==> src/rtl/launcher_pkg.sv <==
package launcher_pkg;
  function automatic int unsigned max_u(input int unsigned a, input int unsigned b);
    return (a > b) ? a : b;
  endfunction
endpackage

==> src/rtl/launch_step_ctr.sv <==
module launch_step_ctr #(
  parameter int unsigned CNT_W = 4
) (
  input  logic             clk_i,
  input  logic             rst_ni,
  input  logic             launch_i,
  input  logic [CNT_W-1:0] len_i,
  output logic             busy_o,
  output logic [CNT_W-1:0] step_o
);
  logic [CNT_W-1:0] len_q;
  logic             last_step;

  assign last_step = (step_o == len_q - CNT_W'(1));

  always_ff @(posedge clk_i or negedge rst_ni) begin
    if (!rst_ni) begin
      busy_o <= 1'b0;
      step_o <= '0;
      len_q  <= '0;
    end else if (!busy_o) begin
      if (launch_i) begin
        busy_o <= 1'b1;
        step_o <= '0;
        len_q  <= len_i;
      end
    end else if (last_step) begin
      busy_o <= 1'b0;
      step_o <= '0;
    end else begin
      step_o <= step_o + CNT_W'(1);
    end
  end
endmodule

==> src/rtl/launch_child_window.sv <==
module launch_child_window #(
  parameter int unsigned CNT_W = 4,
  parameter int unsigned LAT   = 1
) (
  input  logic             en_i,
  input  logic             busy_i,
  input  logic [CNT_W-1:0] step_i,
  input  logic [CNT_W-1:0] ofs_i,
  output logic             go_o,
  output logic             active_o
);
  logic [CNT_W:0] stop;
  logic           live;

  assign stop     = {1'b0, ofs_i} + (CNT_W+1)'(LAT);
  assign live     = en_i & busy_i;
  assign go_o     = live & (step_i == ofs_i);
  assign active_o = live & (step_i >= ofs_i) & ({1'b0, step_i} < stop);
endmodule

==> src/rtl/static_par_launcher.sv <==
module static_par_launcher
  import launcher_pkg::*;
#(
  parameter int unsigned N_CHILD = 4,
  parameter int unsigned CHILD_LAT [N_CHILD] = '{5, 6, 7, 8},
  parameter int unsigned CHILD_OFS [N_CHILD] = '{3, 2, 4, 0}
) (
  input  logic               clk_i,
  input  logic               rst_ni,
  input  logic               start_i,
  input  logic               sel_mode_i,
  input  logic               sel_cond_i,
  output logic [N_CHILD-1:0] go_o,
  output logic [N_CHILD-1:0] active_o,
  output logic               busy_o
);
  function automatic int unsigned calc_par_total();
    int unsigned m = 0;
    for (int i = 0; i < N_CHILD; i++) m = max_u(m, CHILD_OFS[i] + CHILD_LAT[i]);
    return m;
  endfunction

  localparam int unsigned PAR_TOTAL = calc_par_total();
  localparam int unsigned SEL_TOTAL = max_u(CHILD_LAT[0], CHILD_LAT[1]);
  localparam int unsigned MAX_TOTAL = max_u(PAR_TOTAL, SEL_TOTAL);
  localparam int unsigned CNT_W     = $clog2(MAX_TOTAL + 1);

  logic             launch;
  logic [CNT_W-1:0] launch_len;
  logic [CNT_W-1:0] step;
  logic             mode_q;
  logic             cond_q;

  assign launch     = start_i & ~busy_o;
  assign launch_len = sel_mode_i ? CNT_W'(SEL_TOTAL) : CNT_W'(PAR_TOTAL);

  // mode and condition frozen for the whole run
  always_ff @(posedge clk_i or negedge rst_ni) begin
    if (!rst_ni) begin
      mode_q <= 1'b0;
      cond_q <= 1'b0;
    end else if (launch) begin
      mode_q <= sel_mode_i;
      cond_q <= sel_cond_i;
    end
  end

  launch_step_ctr #(.CNT_W(CNT_W)) u_ctr (
    .clk_i    (clk_i),
    .rst_ni   (rst_ni),
    .launch_i (launch),
    .len_i    (launch_len),
    .busy_o   (busy_o),
    .step_o   (step)
  );

  for (genvar i = 0; i < N_CHILD; i++) begin : g_child
    logic             en;
    logic [CNT_W-1:0] ofs;

    if (i == 0) begin : g_true_br
      assign en = ~mode_q | cond_q;
    end else if (i == 1) begin : g_false_br
      assign en = ~mode_q | ~cond_q;
    end else begin : g_par_only
      assign en = ~mode_q;
    end

    // offsets apply in parallel mode only
    assign ofs = mode_q ? '0 : CNT_W'(CHILD_OFS[i]);

    launch_child_window #(.CNT_W(CNT_W), .LAT(CHILD_LAT[i])) u_win (
      .en_i     (en),
      .busy_i   (busy_o),
      .step_i   (step),
      .ofs_i    (ofs),
      .go_o     (go_o[i]),
      .active_o (active_o[i])
    );
  end
endmodule

==> config.mk <==
export PLATFORM = sky130hd
export DESIGN_NAME = static_par_launcher
export DESIGN_NICKNAME = d
export VERILOG_FILES = /design/src/rtl/launcher_pkg.sv /design/src/rtl/launch_step_ctr.sv /design/src/rtl/launch_child_window.sv /design/src/rtl/static_par_launcher.sv
export SDC_FILE = /design/constraint.sdc
export NUM_CORES = 1
export LEC_CHECK = 0
export BUFFER_PORTS_ARGS = -buffer_cell sky130_fd_sc_hd__buf_2
export CAP_MARGIN = 20
export CELL_PAD_IN_SITES_DETAIL_PLACEMENT = 0
export CELL_PAD_IN_SITES_GLOBAL_PLACEMENT = 2
export CORE_MARGIN = 5
export CORE_UTILIZATION = 29
export CTS_CLUSTER_SIZE = 24
export DETAILED_ROUTE_END_ITERATION = 8
export GPL_ROUTABILITY_DRIVEN = 0
export PLACE_DENSITY_LB_ADDON = 0.1
export SYNTH_ARGS = -nofsm -noshare
export SYNTH_HDL_FRONTEND = slang
export SYNTH_SLANG_ARGS = --single-unit
export TNS_END_PERCENT = 30
==> constraint.sdc <==
create_clock -name clk_i -period 1.61 [get_ports clk_i]
set_input_delay 0.0805 -clock clk_i [delete_from_list [all_inputs] [get_ports clk_i]]
set_output_delay 0.0805 -clock clk_i [all_outputs]
set_load 0.01 [all_outputs]
==> results.md, run 1 <==
* Vert. Die Dim at between 60 and 70 µm
* Status: finished, violations left
* 1st-iter DRT viols at 33
* Buf/Inv on CP at 2
* Root buffer selected by CTS: clkbuf_4
* Critical path arrival at around 1.6 ns
* Post-synth top area cell: dfrtp_1
* FMAX at 0.603 GHz
* # port buffers at 13
* HPWL Detailed at approximately 1500 µm
* Hold violation total from the final report at 0
* Synth cell types at 29
* Measured slew at the worst slew-check pin at approximately 0.4 ns
* Slew Limit Fails at 0
* Max incr delay on CP at 0.41 ns
* Max rail drop VDD at about 1.1 mV
* YS warnings at 0
* RSZ-0062 raised after global routing: yes
* Cell family with most CP delay: flip-flops
* WHS at about 0.045 ns
* Global route overflow at 0
* Antenna Nets Post-Route at 0
* CTS tree: yes
* Clock buffer depth at 2
* CTS buffer count at 3
* Main flop type after synthesis: dfrtp_1
* Starting Density at 0.301
* # DRC at 0
* Largest net degree at the start of global routing at 10
* Post-Layout Cell Count at roughly 150
* Post-synth EDFFs at 0
* Placed Cells at roughly 140
* Design area at 1100 µm²
* ANT cells at 0
* Initial DRT Pass Iterations at 4
* Final nets at 137
* Vias in the first global route at between 700 and 800
* Post-Syn Instances at a little under 100
* Final setup margin at -0.0485 ns
* Final period util at 1.03
* Clock skew at ~0.0043 ns
* Post-synthesis cell area at around 830 µm²
* CP max stage cell: dfrtp_1
* Final Util at 0.400
* CP Launch Type: register
* Setup TNS at -0.126 ns
* Area growth syn-to-layout at 32.9%
* Post-synthesis sequential area ratio at 0.271
* Top cell type's share of synthesized area at 0.271
* Most numerous cell in the Yosys netlist: nand2_1
* Finish-stage setup viols at 3
* Crit path max fanout at 6
* Clk slew on worst S/H paths at 0.06 ns
* Failing checks: negative setup slack
* Synth cell count leaders: 12 x nand2_1, 11 x ha_1, 9 x dfrtp_1
* FFs w/ async S/R, synth at 1.00
* Vias post-DR at ~730
* H-tree depth at 1
* HP Class: in2reg
* FP Rows at 19
* Via/cell ratio at a little under 5
* First-pass GRT wire length at around 3400 µm
* Placement Cell Area at roughly 950 µm²
* Req. time, crit path at approximately 1.5 ns
* Top post-synthesis cells by area: dfrtp_1 27%, ha_1 17%, buf_4 7.2%
* Worst Setup End Kind: output port
* Share of layout cells above drive strength 1 at 0.450
* Final min period at 1.66 ns
* Routed wire length at 2070 µm
* IO Pins at 14
* Routed WL per cell at roughly 14 µm
* Pwr Density at between 2000 and 2500 nW/µm²
* CTS Sinks at 9
* Rel. slew slack at 0.737
* CP Class: reg2out
* Syn Area/Cell at approximately 8.6 µm²
* # Max-Cap Violations at 0
* Die W at 63.5 µm
* Yosys reg bits at 9
* Syn Nets at approximately 110
* Core area at about 2800 µm²
* Crit-path cells: inv_4 -> ha_4 -> nor2_1 -> o21ai_1 -> and4_1 -> buf_2
* Gr usage total at 0.106
* Worst-Skew Late Latency at 0.26 ns
* Initial antenna violation count at 0
* Area of the die at slightly above 4000 µm²
* P_leak at 0.504 nW
## path summary, 6_finish.rpt
path | from | endpoint | slack [ns] | depth (start not counted)
max reg2reg | u_ctr.len_q[2]$_DFFE_PN0P_ | u_ctr.step_o[3]$_DFFE_PN0P_ | 0.09 | 6
max in group asynchronous | rst_ni | u_ctr.busy_o$_DFF_PN0_ | 1.21 | 2
min reg2reg | u_ctr.busy_o$_DFF_PN0_ | u_ctr.busy_o$_DFF_PN0_ | 0.54 | 1
min | sel_cond_i | cond_q$_DFFE_PN0P_ | 0.05 | 2
max | u_ctr.len_q[2]$_DFFE_PN0P_ | active_o[1] | -0.05 | 6
min in group asynchronous | rst_ni | u_ctr.len_q[1]$_DFFE_PN0P_ | 0.20 | 2
## worst register-to-register path: stages, from the launching register on
cell	delay (ns)
dfrtp_1	0.41
buf_6	0.16
buf_4	0.15
o21ba_2	0.21
o211ai_1	0.27
a21oi_4	0.08
a21oi_1	0.16
## what timing repair did
item | in CTS | in global routing
hold endpoints to repair | 9 | 0
resized for setup | 14 | 8
pin swaps | 5 | 3
setup endpoints to repair | 10 | 11
hold buffers | 1 | 0
setup buffers | 4 | 1
## cell families (layout without fill, tap and decap cells)
group,count (synthesis),after routing,share of synthesized area
simple gates,36,36,0.232
mux,2,2,0.0271
fa+ha+maj,11,11,0.166
flops,9,9,0.271
buf+inv,18,41,0.127
compound gates,17,17,0.125
xor+xnor,4,4,0.0513
## layer usage
metal	vias up	GRT usage	wire length (µm)
li1	369	-	-
met1	339	0.132	958
met2	19	0.171	976
met3	6	0.0213	94
met4	0	0.0545	45
met5	-	0	0
## flip-flops by register name (all words and copies together), names as in the netlist
| signal | cells |
|---|---|
| u_ctr.busy_o | 1 |
| cond_q | 1 |
| u_ctr.step_o | 4 |
| u_ctr.len_q | 3 |
## cell usage in the layout (no fill, tap or decap), types with 3 or more instances in the layout
cell type	instances
buf_4	15
buf_2	13
nand2_1	12
o21ai_1	6
ha_1	6
dfrtp_1	6
inv_1	4
nand3_1	4
a21oi_1	4
ha_4	4
nor2_1	3
and4_1	3
xor2_1	3
clkbuf_4	3
dfrtp_2	3
## power breakdown
part	switching, W	leakage [nW]	total [W]	internal [W]
Sequential	0.000103	0.0999	0.000438	0.000335
Clock	0.0000784	0.0150	0.000174	0.0000955
Combinational	0.000949	0.389	0.00187	0.000926
## final cells by class
class                      count  area, µm²
clock buffer                   4       26.3
fill                         292       1660
inverter                       7       28.8
multi-input combinational     70        581
sequential                     9        229
tap                           31       38.8
timing repair buffer          30        199
## stage by stage
| stage | setup WS [ns] | total power [W] |
|---|---|---|
| after detailed placement | -0.0270 | 0.00197 |
| after global routing | -0.125 | 0.00276 |
| after floorplan | 0.0110 | 0.00165 |
| final | -0.0485 | 0.00249 |
| after global placement | 0.0271 | 0.00196 |
| after CTS | -0.0384 | 0.00235 |
Power figures use the tool's default switching activity.
==> run 2: changes to the inputs <==
--- a/config.mk
+++ b/config.mk
@@ -7,14 +7,12 @@
 export LEC_CHECK = 0
 export BUFFER_PORTS_ARGS = -buffer_cell sky130_fd_sc_hd__buf_2
 export CAP_MARGIN = 20
-export CELL_PAD_IN_SITES_DETAIL_PLACEMENT = 0
-export CELL_PAD_IN_SITES_GLOBAL_PLACEMENT = 2
 export CORE_MARGIN = 5
-export CORE_UTILIZATION = 29
+export CORE_UTILIZATION = 45
 export CTS_CLUSTER_SIZE = 24
 export DETAILED_ROUTE_END_ITERATION = 8
 export GPL_ROUTABILITY_DRIVEN = 0
-export PLACE_DENSITY_LB_ADDON = 0.1
+export PLACE_DENSITY = 0.69
 export SYNTH_ARGS = -nofsm -noshare
 export SYNTH_HDL_FRONTEND = slang
 export SYNTH_SLANG_ARGS = --single-unit
==> run 2 against run 1 <==
Total power up 2.4%. The run still ends with negative setup slack left. Critical path type unchanged. Clock skew down 0.00095 ns. Clock power about the same. Highest routed layer unchanged. Critical endpoint unchanged. Die area down 30%.
==> results.md, run 2 (same netlist as run 1, synthesis figures left out) <==
* Core area at 1750 µm² (-37%)
* H-tree depth at 1 (unchanged)
* Seq pwr share at 0.175 (about the same)
* Max rail drop VDD at 1.24 mV (+18%)
* Pwr Density at 2300 nW/µm² (+1.9%)
* Share of layout cells above drive strength 1 at 0.441 (-0.00932)
* FF/Latch Area at 226 µm² (-1.1%)
* Placement Cell Area at 920 µm² (-3.2%)
* Highest-count cells in the layout ignoring fill and taps: 13 x buf_2, 12 x buf_4, 10 x nand2_1
* Fillers at 159 (-46%)
* 1st-iter DRT viols at 12 (-64%)
* Design area at 1110 µm² (+0.45%)
* Status: finished, violations left
* Via/cell ratio at 5.31 (+9.3%)
* Largest regs: u_ctr.step_o (4), u_ctr.len_q (3)
* Setup TNS at -0.0692 ns (+0.0564 ns)
* Cell family with most CP delay: flip-flops
* HP Class: in2reg
* Clock skew at 0.00338 ns (-0.000949 ns)
* Area of the die at 2800 µm² (-30%)
* Final setup margin at -0.0344 ns (+0.0141 ns)
* Area growth syn-to-layout at 33.5%
* Final Util at 0.634 (+0.235)
* Commonest non-fill, non-tap cell in the layout: buf_2
* # port buffers at 13 (unchanged)
* Failing checks: negative setup slack
* CTS buffer count at 3 (unchanged)
* P_leak at 0.511 nW (+1.5%)
* FMAX at 0.608 GHz (+0.86%)
* Buf/Inv on CP at 3 (+1)
* Final period util at 1.02 (-0.00877)
* Routed wire length at 1890 µm (-8.9%)
* Vias in the first global route at 753 (-0.26%)
* Initial antenna violation count at 0 (unchanged)
* Logic gate share of total power at 0.756 (+0.002)
* Slew Limit Fails at 0 (unchanged)
* Initial DRT Pass Iterations at 4 (unchanged)
* Final min period at 1.64 ns (-0.0141 ns)
* Largest net degree at the start of global routing at 13 (+3)
* CTS tree: yes
* Req. time, crit path at 1.53 ns (about the same)
* FP Rows at 15 (-4)
* Worst-Skew Late Latency at 0.26 ns (about the same)
* Clk slew on worst S/H paths at 0.06 ns (about the same)
* Rel. slew slack at 0.744 (+0.00653)
* CP max stage cell: dfrtp_1
* CTS Sinks at 9 (unchanged)
* Starting Density at 0.475 (+0.174)
* RSZ-0062 raised after global routing: yes
* Vert. Die Dim at 52.9 µm (-17%)
* Critical path arrival at 1.56 ns (-0.02 ns)
* First-pass GRT wire length at 3300 µm (-4.2%)
* Clock buffer depth at 2 (unchanged)
* Hold Path Origin: sel_cond_i
* Internal cell power at 0.00139 W (+2.8%)
* Routed WL per cell at 13.2 µm (-3.8%)
* Global route overflow at 0 (unchanged)
* Final nets at 135 (-1.5%)
* Multi-input logic area at 598 µm² (+3.0%)
* Reg-to-reg critical path startpoint: u_ctr.len_q[0]$_DFFE_PN0P_
* CP Launch Type: register
* Gr usage total at 0.160 (+0.0535)
* Switching Share at 0.453 (-0.00218)
* Crit path from: u_ctr.len_q[2]$_DFFE_PN0P_
* Max incr delay on CP at 0.40 ns (about the same)
* Vias post-DR at 759 (+3.5%)
* Measured slew at the worst slew-check pin at 0.384 ns (-0.00899 ns)
* CP Class: reg2out
* Place WS at -0.0145 ns (+0.0125 ns)
* # Max-Cap Violations at 0 (unchanged)
* Sw Pwr at 0.00115 W (+1.9%)
* Clk pwr share at 0.069 (about the same)
* Worst Setup End Kind: output port
* # DRC at 0 (unchanged)
* Root buffer selected by CTS: clkbuf_4
* ANT cells at 0 (unchanged)
* Crit path max fanout at 5 (-1)
* Antenna Nets Post-Route at 0 (unchanged)
* Crit-path cells: inv_4 -> buf_12 -> ha_4 -> nand2_4 -> nand3_2 -> and4_1 -> buf_2
* Finish-stage setup viols at 3 (unchanged)
* IO Pins at 14 (unchanged)
* WHS at 0.0551 ns (+0.00969 ns)
* HPWL Detailed at 1370 µm (-9.9%)
* Largest Register: u_ctr.step_o
* Die W at 52.9 µm (-17%)
* Max reg flops at 4 (unchanged)
* Hold violation total from the final report at 0 (unchanged)
-- run 2: worst register-to-register path: stages, from the launching register on --
cell and delay (ns):
dfrtp_1 0.35, inv_1 0.06, ha_1 0.22, xor2_2 0.18, a311o_1 0.31, a21oi_4 0.20, a21oi_1 0.09
-- run 2: final timing paths --
check / cells past startpoint / slack, ns / endpoint
hold / removal: 2 / 0.06 / cond_q$_DFFE_PN0P_
min in group asynchronous: 2 / 0.20 / u_ctr.step_o[2]$_DFFE_PN0P_
max in group asynchronous: 2 / 1.21 / u_ctr.step_o[3]$_DFFE_PN0P_
setup / recovery: 7 / -0.03 / active_o[1]
hold reg to reg: 1 / 0.58 / cond_q$_DFFE_PN0P_
setup reg to reg: 6 / 0.08 / u_ctr.busy_o$_DFF_PN0_
-- run 2: per-layer routing --
| layer | vias up | global-route usage | part of all wire |
|---|---|---|---|
| li1 | 372 | - | - |
| met1 | 368 | 0.179 | 0.40 |
| met2 | 17 | 0.306 | 0.55 |
| met3 | 2 | 0.0197 | 0.043 |
| met4 | 0 | 0.0511 | 0.0063 |
| met5 | - | 0 | 0 |
-- run 2: area by class of cell --
type	instances	area share
Timing Repair Buffer	28	0.177
Inverter	7	0.0260
Sequential cell	9	0.205
Multi-Input combinational cell	70	0.540
Tap cell	25	0.0282
Clock buffer	4	0.0237
-- run 2: stage by stage --
stage | total power (W) | std cells
final | 0.00255 | 143
after detailed placement | 0.00191 | 132
after CTS | 0.00239 | 142
after global placement | 0.00185 | 132
after global routing | 0.00278 | 143
after floorplan | 0.00165 | 97
-- run 2: power groups by stage --
stage	Clock [W]	Sequential [W]	Combinational [W]
floorplan	0	0.000439	0.00121
global placement	0	0.000427	0.00142
detailed placement	0	0.000431	0.00148
CTS	0.000180	0.000440	0.00177
global route	0.000192	0.000459	0.00213
finish	0.000176	0.000445	0.00192
-- run 2: what timing repair did --
| action | 4_1_cts | 5_1_grt |
|---|---|---|
| hold buffers | 1 | 0 |
| pin swaps | 4 | 10 |
| hold endpoints to repair | 9 | 0 |
| endpoints found under the setup margin | 10 | 11 |
| setup buffers | 5 | 1 |
| gates resized for setup | 15 | 8 |
